[src/rtl/irq_timebase_pkg.sv]
package irq_timebase_pkg;
   localparam int DEF_EXT_LINES = 7;
   localparam int DEF_SYNC_STAGES = 2;
   localparam int DEF_DIV_LOG2 = 4;

   function automatic logic bus_select(input logic rd, input logic hit);
      return rd & hit;
   endfunction
endpackage

[src/rtl/strobe_divider.sv]
module strobe_divider (
   input  logic clk,
   input  logic rst_n,
   input  logic wr_stb,
   output logic bit_clk,
   output logic rise
);
   always_ff @(posedge clk) begin
      if (!rst_n)      bit_clk <= 1'b0;
      else if (wr_stb) bit_clk <= ~bit_clk;
   end

   assign rise = wr_stb & ~bit_clk;
endmodule

[src/rtl/tick_counter.sv]
module tick_counter #(
   parameter int DIV_LOG2 = 4
) (
   input  logic clk,
   input  logic rst_n,
   input  logic rise,
   output logic tick_set
);
   localparam int HALF = 2 ** (DIV_LOG2 - 1);
   localparam logic [DIV_LOG2-1:0] EDGE_AT = DIV_LOG2'(HALF - 1);

   logic [DIV_LOG2-1:0] cnt;

   always_ff @(posedge clk) begin
      if (!rst_n)    cnt <= '0;
      else if (rise) cnt <= cnt + 1'b1;
   end

   assign tick_set = rise && (cnt == EDGE_AT);
endmodule

[src/rtl/irq_collector.sv]
module irq_collector #(
   parameter int EXT_W  = 7,
   parameter int STAGES = 2
) (
   input  logic             clk,
   input  logic             rst_n,
   input  logic             tick_set,
   input  logic             rd_clr,
   input  logic [EXT_W-1:0] ext_irq,
   output logic [EXT_W:0]   irq_byte
);
   logic [EXT_W-1:0] sync_q [STAGES];
   logic             sticky;

   genvar s;
   generate
      for (s = 0; s < STAGES; s++) begin : g_sync
         if (s == 0) begin : g_first
            always_ff @(posedge clk) begin
               if (!rst_n) sync_q[s] <= '0;
               else        sync_q[s] <= ext_irq;
            end
         end else begin : g_next
            always_ff @(posedge clk) begin
               if (!rst_n) sync_q[s] <= '0;
               else        sync_q[s] <= sync_q[s-1];
            end
         end
      end
   endgenerate

   always_ff @(posedge clk) begin
      if (!rst_n)        sticky <= 1'b0;
      else if (tick_set) sticky <= 1'b1;
      else if (rd_clr)   sticky <= 1'b0;
   end

   assign irq_byte = {sticky, sync_q[STAGES-1]};
endmodule

[src/rtl/irq_timebase.sv]
module irq_timebase
   import irq_timebase_pkg::*;
#(
   parameter int EXT_W       = DEF_EXT_LINES,
   parameter int SYNC_STAGES = DEF_SYNC_STAGES,
   parameter int DIV_LOG2    = DEF_DIV_LOG2
) (
   input  logic             clk,
   input  logic             rst_n,
   input  logic             wr_stb,
   input  logic             rd_stb,
   input  logic             rd_addr_hit,
   input  logic [EXT_W-1:0] ext_irq,
   output logic             bit_clk,
   output logic [EXT_W:0]   irq_byte,
   output logic             bus_drive
);
   generate
      if (EXT_W < 1 || EXT_W > 15) begin : g_bad_width
         $error("irq_timebase: EXT_W out of range");
      end
      if (SYNC_STAGES < 2) begin : g_bad_sync
         $error("irq_timebase: SYNC_STAGES below 2");
      end
      if (DIV_LOG2 < 1 || DIV_LOG2 > 16) begin : g_bad_div
         $error("irq_timebase: DIV_LOG2 out of range");
      end
   endgenerate

   logic rise;
   logic tick_set;
   logic rd_clr;

   assign rd_clr    = bus_select(rd_stb, rd_addr_hit);
   assign bus_drive = rd_clr;

   strobe_divider u_div (
      .clk     (clk),
      .rst_n   (rst_n),
      .wr_stb  (wr_stb),
      .bit_clk (bit_clk),
      .rise    (rise)
   );

   tick_counter #(.DIV_LOG2(DIV_LOG2)) u_cnt (
      .clk      (clk),
      .rst_n    (rst_n),
      .rise     (rise),
      .tick_set (tick_set)
   );

   irq_collector #(.EXT_W(EXT_W), .STAGES(SYNC_STAGES)) u_col (
      .clk      (clk),
      .rst_n    (rst_n),
      .tick_set (tick_set),
      .rd_clr   (rd_clr),
      .ext_irq  (ext_irq),
      .irq_byte (irq_byte)
   );
endmodule

[config.mk]
export PLATFORM = sky130hd
export DESIGN_NAME = irq_timebase
export DESIGN_NICKNAME = d
export VERILOG_FILES = /design/src/rtl/irq_timebase_pkg.sv /design/src/rtl/strobe_divider.sv /design/src/rtl/tick_counter.sv /design/src/rtl/irq_collector.sv /design/src/rtl/irq_timebase.sv
export SDC_FILE = /design/constraint.sdc
export NUM_CORES = 1
export LEC_CHECK = 0
export BUFFER_PORTS_ARGS = -buffer_cell sky130_fd_sc_hd__clkbuf_2
export CAP_MARGIN = 10
export CELL_PAD_IN_SITES_DETAIL_PLACEMENT = 1
export CELL_PAD_IN_SITES_GLOBAL_PLACEMENT = 2
export CORE_AREA = 2 2 50 52
export CTS_CLUSTER_DIAMETER = 50
export CTS_CLUSTER_SIZE = 30
export DETAILED_ROUTE_END_ITERATION = 12
export DIE_AREA = 0 0 52 54
export PLACE_DENSITY_LB_ADDON = 0.05
export SETUP_SLACK_MARGIN = 0.4
export SLEW_MARGIN = 20
export SYNTH_ARGS = -nofsm -noshare
export SYNTH_HDL_FRONTEND = slang
export SYNTH_SLANG_ARGS = --single-unit
[constraint.sdc]
create_clock -name clk -period 2.2 [get_ports clk]
set_clock_uncertainty 0.2 [all_clocks]
set_input_delay 0.66 -clock clk [delete_from_list [all_inputs] [get_ports clk]]
set_output_delay 0.66 -clock clk [all_outputs]
set_load 0.01 [all_outputs]
==> out/metrics.csv <==
metric;value;unit
Final TNS setup;0;ns
DRT antenna net count;0;
layout cell share with drive strength beyond 1;34.6;%
largest net degree at the start of global routing;22;
# rows;18;
CP cell instances;clkbuf_2 -> and2_4 -> buf_6;
clock root buffer;clkbuf_4;
status;completed;
Die Wd;52;um
Final Hold Viols;0;
Yosys warnings;0;
GP Congestion;0.618;
RSZ-0062 raised after global routing;yes;
Slowest-stage cell, CP;and2_4;
Die ar.;2810;um2
total design power;644;uW
Synth cell types;17;
Max VDD drop;0.305;mV
max-cap viol count;0;
WL/cell;9.87;um
Final period util;84.5;%
kind of critical path;input pin to output pin;
Compound-Gate Fraction of Synth Area;2.32;%
CTS Buffer Depth;2;
CTS H-Tree Depth;1;
sequential share of the synthesized area;61.8;%
register area;400;um2
Reg2Reg Setup Slack;0.75;ns
Setup Fix Bufs, Post-CTS;0;
Initial Utilization;27.9;%
Slew Viols, Final;0;
XOR/XNOR share of the synthesized area;2.70;%
antenna violations before repair;0;
type of origin of the critical path;input pin;
Pre-antenna DRT Iters;2;
CP Buf/Inv Count;2;
Final Non-Filler Cells;108;
final setup violation count;0;
total wire length;1070;um
fill count;277;
# port buffers;21;
largest family of logic cells by synthesized area;simple AND/OR/NAND/NOR gates;
placed cells;104;
# IOs;22;
# diodes;0;
fmax;538;MHz
CP Capture Type;output pin;
CTS Buf Count;3;
total track usage;8.44;%
Worst Path Required;1.34;ns
pre-CTS setup slack;0.324;ns
Mapped Area;648;um2
clock latency on the worst-skew pair;0.29;ns
Iteration-0 DRC Markers;1;
synthesis-to-layout area growth;26.6;%
Worst Hold Class;register to register;
LEAKAGE;0.380;nW
CP top delay family;buffers and inverters;
CP max stage delay;0.15;ns
Slew headroom;78.8;%
nets;92;
syn_nets;69;
area share of fa/ha/maj cells after synthesis;1.93;%
Finished Core Util;35.4;%
DR DRC count;0;
cell area after layout;821;um2
Placed Area;776;um2
Hold Worst Slack;0.244;ns
CP arrival;1.00;ns
vias in the first global route;384;
worst slew pin tran;0.318;ns
Post-Synth Simple-Gate Area;25.9;%
Clk pin slew, worst setup/hold paths;0.10;ns
vias per cell;3.87;
via count;418;
core area;2320;um2
Post-Syn Instances;56;
global-route wire length before repair;1640;um
average size of a mapped cell;11.6;um2
clock sink count;20;
area of the multi-input gates;235;um2
flops & latches, synth;20;
Die H;54;um
mux cell area share after synthesis;3.09;%
crit-path max FO;2;
pwr dens;784;nW/um2
CTS tree;done;
Final WS setup;0.341;ns
fin crit period;1.86;ns
GRT overflow;0;
synth_stat cells:
cell / instances / share of area, %
nand3b_1: 1 / 1.2
nand4_1: 1 / 0.97
dfxtp_1: 20 / 62
nand2_1: 1 / 0.58
xor2_1: 1 / 1.4
o21a_1: 1 / 1.2
ha_1: 1 / 1.9
buf_4: 1 / 1.2
and2b_4: 1 / 1.5
or3b_1: 1 / 1.4
and2_1: 17 / 16
clkbuf_1: 2 / 1.2
nand2b_1: 2 / 1.9
nor2b_1: 2 / 1.9
mux2i_1: 2 / 3.1
xnor2_1: 1 / 1.4
a21boi_1: 1 / 1.2
report_power, final:
part	internal, mW	switching [mW]	leakage (nW)
combinational	0.0300	0.0214	0.195
clock	0.101	0.105	0.0210
sequential	0.379	0.00690	0.165
total	0.510	0.134	0.380
worst paths after layout:
path / start / endpoint / depth (start not counted)
worst max register to register: u_cnt.cnt[0] / u_col.sticky / 4
worst max-delay path: rd_addr_hit / bus_drive / 3
worst min register to register: u_col.sync_q[0][1] / u_col.sync_q[1][1] / 1
worst min-delay path: u_col.sync_q[0][1] / u_col.sync_q[1][1] / 1
area by class of cell:
type | instances | area share, %
sequential | 20 | 48.8
clock buffer | 4 | 4.42
tap | 30 | 4.57
multi-input combinational | 33 | 28.7
timing repair buffer | 21 | 13.6
state kept, by name, indices dropped and copies added, names as in the netlist:
register and count:
u_cnt.cnt 4, u_col.sticky 1, u_col.sync_q 14, u_div.bit_clk 1
kinds of logic after synthesis:
family | Yosys count
xor+xnor | 2
flops | 20
buf+inv | 3
mux | 2
simple gates | 26
compound gates | 2
fa+ha+maj | 1
cells in the final DEF (no fill, tap or decap), drive strengths merged:
cell type,Yosys,routed
nand4,1,1
buf,1,1
nand2,1,1
and2,17,17
clkbuf,2,24
nor2b,2,2
a21boi,1,1
nand2b,2,2
mux2i,2,2
o21a,1,1
xor2,1,1
ha,1,1
or3b,1,1
dfxtp,20,20
nand3b,1,1
and2b,1,1
xnor2,1,1
worst register-to-register path, cell delays in order, from the launching register on:
cell and delay, ns:
dfxtp_1 0.39, ha_1 0.17, nand3b_1 0.11, or3b_1 0.39
a21boi_1 0.14
repair_timing:
item                                    CTS  global route
hold buffers                              0             0
cloned                                    0             0
endpoints found under the setup margin    1             1
resized for setup                         1             2
pin swaps                                 1             0
hold endpoints to repair                  0             0
layer usage:
layer | track usage, % | wire [um] | vias up
met5 | 0 | 0 | -
met4 | 6.58 | 0 | 0
met3 | 2.50 | 59 | 0
met2 | 13.9 | 529 | 11
met1 | 9.06 | 478 | 188
li1 | - | - | 219
No activity file was read; power rests on OpenSTA's default activity.
